File: src/rtl/cfgx_pkg.sv
package cfgx_pkg;

  typedef enum logic [2:0] {
    ACT_IGNORE   = 3'd0,
    ACT_CLAIM    = 3'd1,
    ACT_TO_TYPE0 = 3'd2,
    ACT_FORWARD  = 3'd3,
    ACT_SPECIAL  = 3'd4
  } action_e;

  // Strobes handed from the decision logic to the datapath.
  typedef struct packed {
    logic load;
    logic claim;
    logic toType0;
    logic forward;
    logic special;
  } strobe_t;

  localparam logic [3:0] CMD_CFG_READ  = 4'b1010;
  localparam logic [3:0] CMD_CFG_WRITE = 4'b1011;
  localparam logic [3:0] CMD_SPECIAL   = 4'b0001;

  // Field positions of a Type 1 address word.
  localparam int REG_LSB = 2;
  localparam int FN_LSB  = 8;
  localparam int DEV_LSB = 11;
  localparam int BUS_LSB = 16;

endpackage

File: src/rtl/cfgx_ctrl.sv
module cfgx_ctrl
  import cfgx_pkg::*;
#(
  parameter int BUS_W       = 8,
  parameter int DEV_W       = 5,
  parameter int IDSEL_LINES = 16,
  localparam int FIELD_W    = BUS_LSB + BUS_W
) (
  input  logic               inValid,
  input  logic               fromSecondary,
  input  logic [FIELD_W-1:0] adField,
  input  logic [3:0]         cmdIn,
  input  logic               idsel,
  input  logic [BUS_W-1:0]   priBus,
  input  logic [BUS_W-1:0]   secBus,
  input  logic [BUS_W-1:0]   subBus,
  output strobe_t            strobes
);

  localparam logic [DEV_W:0] LINE_LIMIT = (DEV_W + 1)'(IDSEL_LINES);

  logic [BUS_W-1:0] busNum;
  logic [DEV_W-1:0] devNum;
  logic [2:0]       fnNum;
  logic [5:0]       regNum;
  logic isCfg, isWrite, isType0, isType1, specialPat;
  logic busIsSec, busIsPri, busBelow, busInWindow, devHasLine;

  assign busNum = adField[BUS_LSB +: BUS_W];
  assign devNum = adField[DEV_LSB +: DEV_W];
  assign fnNum  = adField[FN_LSB +: 3];
  assign regNum = adField[REG_LSB +: 6];

  assign isWrite    = (cmdIn == CMD_CFG_WRITE);
  assign isCfg      = isWrite || (cmdIn == CMD_CFG_READ);
  assign isType0    = (adField[1:0] == 2'b00);
  assign isType1    = (adField[1:0] == 2'b01);
  assign specialPat = isWrite && (devNum == '1) && (fnNum == 3'b111) && (regNum == '0);

  assign busIsSec    = (busNum == secBus);
  assign busIsPri    = (busNum == priBus);
  assign busBelow    = (busNum > secBus) && (busNum <= subBus);
  assign busInWindow = (busNum >= secBus) && (busNum <= subBus);
  assign devHasLine  = ({1'b0, devNum} < LINE_LIMIT);

  always_comb begin
    strobes      = '0;
    strobes.load = inValid;
    if (inValid && isCfg) begin
      if (!fromSecondary) begin
        if (isType0) begin
          strobes.claim = idsel;
        end else if (isType1) begin
          if (busIsSec) begin
            if (specialPat)      strobes.special = 1'b1;
            else if (devHasLine) strobes.toType0 = 1'b1;
          end else if (busBelow) begin
            strobes.forward = 1'b1;
          end
        end
      end else if (isType1 && specialPat) begin
        if (busIsPri)          strobes.special = 1'b1;
        else if (!busInWindow) strobes.forward = 1'b1;
      end
    end
  end

endmodule

File: src/rtl/cfgx_dp.sv
module cfgx_dp
  import cfgx_pkg::*;
#(
  parameter int AD_W        = 32,
  parameter int DEV_W       = 5,
  parameter int IDSEL_BASE  = 16,
  parameter int IDSEL_LINES = 16
) (
  input  logic            clk,
  input  logic            rstN,
  input  strobe_t         strobes,
  input  logic [AD_W-1:0] adIn,
  input  logic [3:0]      cmdIn,
  output logic            outValid,
  output logic [2:0]      action,
  output logic [AD_W-1:0] adOut,
  output logic [3:0]      cmdOut
);

  localparam int LOW_HI = DEV_LSB - 1;

  logic [DEV_W-1:0]       devNum;
  logic [IDSEL_LINES-1:0] selVec;
  logic [AD_W-1:0]        type0Ad;
  logic [AD_W-1:0]        nextAd;
  logic [3:0]             nextCmd;
  action_e                nextAct;

  assign devNum = adIn[DEV_LSB +: DEV_W];

  for (genvar g = 0; g < IDSEL_LINES; g++) begin : g_sel
    assign selVec[g] = (devNum == DEV_W'(g));
  end

  always_comb begin
    type0Ad = '0;
    type0Ad[IDSEL_BASE +: IDSEL_LINES] = selVec;
    type0Ad[LOW_HI:REG_LSB] = adIn[LOW_HI:REG_LSB];
  end

  always_comb begin
    nextAct = ACT_IGNORE;
    nextAd  = '0;
    nextCmd = '0;
    if (strobes.special) begin
      nextAct = ACT_SPECIAL;
      nextAd  = adIn;
      nextCmd = CMD_SPECIAL;
    end else if (strobes.claim) begin
      nextAct = ACT_CLAIM;
      nextAd  = adIn;
      nextCmd = cmdIn;
    end else if (strobes.toType0) begin
      nextAct = ACT_TO_TYPE0;
      nextAd  = type0Ad;
      nextCmd = cmdIn;
    end else if (strobes.forward) begin
      nextAct = ACT_FORWARD;
      nextAd  = adIn;
      nextCmd = cmdIn;
    end
  end

  always_ff @(posedge clk or negedge rstN) begin
    if (!rstN) begin
      outValid <= 1'b0;
      action   <= ACT_IGNORE;
      adOut    <= '0;
      cmdOut   <= '0;
    end else begin
      outValid <= strobes.load;
      action   <= nextAct;
      adOut    <= nextAd;
      cmdOut   <= nextCmd;
    end
  end

endmodule

File: src/rtl/cfgx_translator.sv
module cfgx_translator
  import cfgx_pkg::*;
#(
  parameter int AD_W        = 32,
  parameter int BUS_W       = 8,
  parameter int DEV_W       = 5,
  parameter int IDSEL_BASE  = 16,
  parameter int IDSEL_LINES = 16
) (
  input  logic             clk,
  input  logic             rstN,
  input  logic             inValid,
  input  logic             fromSecondary,
  input  logic [AD_W-1:0]  adIn,
  input  logic [3:0]       cmdIn,
  input  logic             idsel,
  input  logic [BUS_W-1:0] priBus,
  input  logic [BUS_W-1:0] secBus,
  input  logic [BUS_W-1:0] subBus,
  output logic             outValid,
  output logic [2:0]       action,
  output logic [AD_W-1:0]  adOut,
  output logic [3:0]       cmdOut
);

  localparam int FIELD_W = BUS_LSB + BUS_W;

  strobe_t strobes;

  cfgx_ctrl #(
    .BUS_W(BUS_W), .DEV_W(DEV_W), .IDSEL_LINES(IDSEL_LINES)
  ) u_ctrl (
    .inValid(inValid), .fromSecondary(fromSecondary),
    .adField(adIn[FIELD_W-1:0]), .cmdIn(cmdIn), .idsel(idsel),
    .priBus(priBus), .secBus(secBus), .subBus(subBus),
    .strobes(strobes)
  );

  cfgx_dp #(
    .AD_W(AD_W), .DEV_W(DEV_W), .IDSEL_BASE(IDSEL_BASE), .IDSEL_LINES(IDSEL_LINES)
  ) u_dp (
    .clk(clk), .rstN(rstN), .strobes(strobes), .adIn(adIn), .cmdIn(cmdIn),
    .outValid(outValid), .action(action), .adOut(adOut), .cmdOut(cmdOut)
  );

endmodule

File: config.mk
export PLATFORM = sky130hd
export DESIGN_NAME = cfgx_translator
export DESIGN_NICKNAME = d
export VERILOG_FILES = /design/src/rtl/cfgx_pkg.sv /design/src/rtl/cfgx_ctrl.sv /design/src/rtl/cfgx_dp.sv /design/src/rtl/cfgx_translator.sv
export SDC_FILE = /design/constraint.sdc
export NUM_CORES = 1
export LEC_CHECK = 0
export BUFFER_PORTS_ARGS = -buffer_cell sky130_fd_sc_hd__buf_2
export CORE_MARGIN = 4
export CORE_UTILIZATION = 45
export CTS_CLUSTER_SIZE = 40
export DETAILED_ROUTE_END_ITERATION = 10
export PLACE_DENSITY_LB_ADDON = 0.05
export SLEW_MARGIN = 20
export SYNTH_ARGS = -nofsm -noshare
export SYNTH_HDL_FRONTEND = slang
export SYNTH_SLANG_ARGS = --single-unit
File: constraint.sdc
create_clock -name clk -period 0.8 [get_ports clk]
set_input_delay 0.08 -clock clk [delete_from_list [all_inputs] [get_ports clk]]
set_output_delay 0.08 -clock clk [all_outputs]
set_load 0.01 [all_outputs]
==> summary.md <==
Die
* Boundary Pins: 105
* standard-cell row count: 24
* CORE AREA: 4410 um^2
* die footprint: 5760 um^2
* chip width: 75.9 um
* initial cell density of the core: 47.0%
* DIE HEIGHT: 75.9 um

Final layout
* synthesis-to-layout area growth: 83.2%
* diode insertion count for antenna repair: 0
* utilization after layout: 86.1%
* area of combinational cells with multiple inputs: 1380 um^2
* net count reported at finish: 431
* Filler Cell Count: 219
* share of final-layout standard cells stronger than drive strength 1: 62.6%
* area occupied by registers: 1000 um^2

Worst hold path
* hold path startpoint: adIn[7]
* hold-critical path depth: 2
* path class of the lowest-slack min-delay path: in2reg
* sink of the worst hold path: u_dp.adOut[7]

Placement
* placement-stage worst setup slack: -1.33 ns
* routability-driven placement congestion ratio: 0.801
* placed wire-length estimate after detailed placement: 4180 um
* count of input and output buffers: 104

Yosys
* share of synthesized area spent on multiplexers: 0%
* most instantiated library cell after synthesis: dfrtp_1
* area share of xor/xnor cells in the synthesized design: 3.38%
* mean instance size in the synthesized netlist: 11.0 um^2
* cell area after technology mapping: 2070 um^2
* cells after synthesis: 188
* synthesized flop and latch total: 40
* adder-cell share of the synthesized area: 9.65%
* fraction of the yosys area taken by sequential cells: 48.3%
* Async SR Flop Fraction: 100%
* Yosys warning count: 0
* top_reg_cell synth: dfrtp_1
* Synth Area in Compound Gates: 13.4%
* dominant cells by area after synthesis: dfrtp_1 48%, ha_1 9.7%, and2_1 5.1%
* leading area contributor after synthesis: dfrtp_1
* Unique masters post-synth: 39
* number of flops mapped to enable cells by yosys: 0
* fraction of the mapped netlist area in simple logic gates: 20.9%
* top cells by instance count after synthesis: 40 x dfrtp_1, 17 x and2_1, 16 x ha_1
* Yosys top cell area share: 48.3%
* dominant combinational cell family by area after synthesis: simple AND/OR/NAND/NOR gates

Pwr
* switching power total: 1090 uW
* VDD IR max: 523 uV
* design internal power: 3170 uW
* relative contribution of sequential cells to total power: 47.8%
* relative contribution of combinational cells to total power: 23.9%
* clock power share: 28.3%
* fraction of power spent switching nets: 25.6%
* power density cells: 1120 nW/um^2
* leakage power: 0.00193 uW

Timing
* transition at the pin with the smallest max-transition slack: 0.504 ns
* worst slew slack as a fraction of its limit: 66.1%
* min setup slack post-route: -1.14 ns
* count of final max-slew check failures: 0
* setup repair after global routing missed its margin: true
* time the final worst path needs with I/O delays and setup: 1.94 ns
* count of final setup violators: 77
* summed negative setup slack over all endpoints: -40.05 ns
* final clock period utilization by the worst path: 242%
* endpoints failing hold: 0
* Max Clk Rate: 0.516 GHz

Global route
* number of global-route vias before repair: 2111
* Total GRT Usage: 21.4%
* pin count of the biggest net entering global routing: 41
* antenna violations before repair: 0
* global-route wire length before repair: 9140 um
* overflow left after global routing: 0

Clock network
* TritonCTS buffer count: 5
* H-tree level count: 2
* CTS Sinks: 40
* clock root buffer master: clkbuf_8
* register clock-pin slew on the reported worst setup and hold paths: 0.07 ns
* CTS Buffer Depth: 2
* TritonCTS clock tree: built

Route
* vias: 2159
* Post-Route WL: 6800 um
* 1st-pass router iterations: 4
* number of vias per cell: 5.37
* starting DRC count in detailed routing: 115
* total DRC errors in the routed layout: 0
* Avg WL per Cell: 16.9 um
* antenna-violating nets left: 0

Status
* violations in the final reports: setup timing
* outcome: complete, but fails checks

Critical path
* CP Launch Type: input port
* critical path fanouts, max: 6
* arrival time worst endpoint: 2.11 ns
* category of the most critical setup path: in2reg
* crit end category: flop
* Crit path required time: 0.97 ns

Job
* max-capacitance violation count: 0

cell type report:
cell class                 count  share of cell area (%)
timing repair buffer         157                    31.6
inverter                      15                    2.07
multi-input combinational    131                    36.2
clock buffer                   6                    1.91
sequential                    40                    26.3
tap                           52                    1.71
clock inverter                 1                   0.132
repair_timing:
| item | 4_1_cts | 5_1_grt |
|---|---|---|
| setup buffers | 9 | 5 |
| pin swaps | 25 | 35 |
| hold buffers | 2 | 1 |
| hold endpoints to repair | 41 | 1 |
| endpoints found under the setup margin | 77 | 77 |
| cloned | 3 | 0 |
| resized for setup | 49 | 59 |
power groups by stage:
stage          clock network (uW)  registers (uW)  logic, uW
2_1_floorplan                   0            2090        257
3_3_place_gp                    0            2080        679
6_report                     1210            2040       1020
4_1_cts                      1220            2040        846
5_1_grt                      1290            2040       1100
3_5_place_dp                    0            2080        690
through the flow:
stage	std cells	hold slack [ns]	area (um^2)	power (uW)
finish	402	0.0143	3800	4260
global route	402	0.0113	3800	4430
CTS	398	0.00317	3510	4100
detailed placement	377	0.0696	3010	2770
global placement	377	0.0616	3010	2760
floorplan	189	-0.216	2160	2340
state kept, by name, summed over array words and instances, names as in the netlist:
| signal | count |
|---|---|
| u_dp.action | 3 |
| u_dp.adOut | 32 |
| u_dp.cmdOut | 4 |
| u_dp.outValid | 1 |
layer usage:
metal	part of all wire, %	up-vias	wire [um]	GRT usage, %
met5	0	-	0	0
met4	4.5	0	306	12.2
met3	8.2	31	561	4.88
met2	52	127	3530	37.0
met1	35	1004	2410	24.0
li1	-	997	-	-
worst max-delay path: stages:
cell and delay (ns):
buf_4 0.13, ha_4 0.25, nand4_1 0.22, nor2_1 0.21, a211o_1 0.17, buf_6 0.11
a31oi_4 0.09, a41oi_4 0.27, nand3_4 0.18, buf_12 0.18, a22o_1 0.23
cell usage in the layout (no fill, tap or decap), types with 2 or more instances in the layout:
cell	netlist	layout
nor2_1	6	5
conb_1	1	2
a22o_1	8	8
a21oi_1	6	3
nand4_1	6	6
buf_12	0	2
buf_16	0	2
a211o_1	2	2
a32o_1	2	2
nor4_2	0	2
and2_1	17	11
o21ai_1	0	3
inv_1	15	8
nand2b_1	3	3
nand2_1	6	4
dfrtp_1	40	40
ha_4	0	15
buf_6	2	31
inv_2	0	2
buf_2	1	81
nand4b_1	3	3
or2_4	0	4
nand3_1	6	4
o211ai_1	2	2
nand3_2	1	2
xor2_1	8	8
dlygate4sd3_1	0	3
a21oi_2	0	3
nand3b_1	3	4
nor2b_1	5	4
clkbuf_8	0	5
buf_4	0	33
and2_4	0	6
o2bb2ai_2	0	6
inv_4	0	4
buf_8	0	5
kinds of logic after synthesis:
| logic type | after synthesis |
|---|---|
| buffers and inverters | 19 |
| AND/OR/NAND/NOR | 69 |
| other | 1 |
| adder cells (fa/ha/maj) | 16 |
| flip-flops | 40 |
| XOR/XNOR | 8 |
| AO/OA/AOI/OAI | 35 |
worst max path at each step:
stage	start	to
floorplan	subBus[1]	u_dp.adOut[16]
global placement	subBus[1]	u_dp.adOut[31]
detailed placement	subBus[1]	u_dp.adOut[31]
CTS	subBus[1]	u_dp.adOut[30]
global route	adIn[20]	u_dp.adOut[18]
finish	adIn[20]	u_dp.adOut[18]
Note: power is estimated with default switching activity, not from simulation.
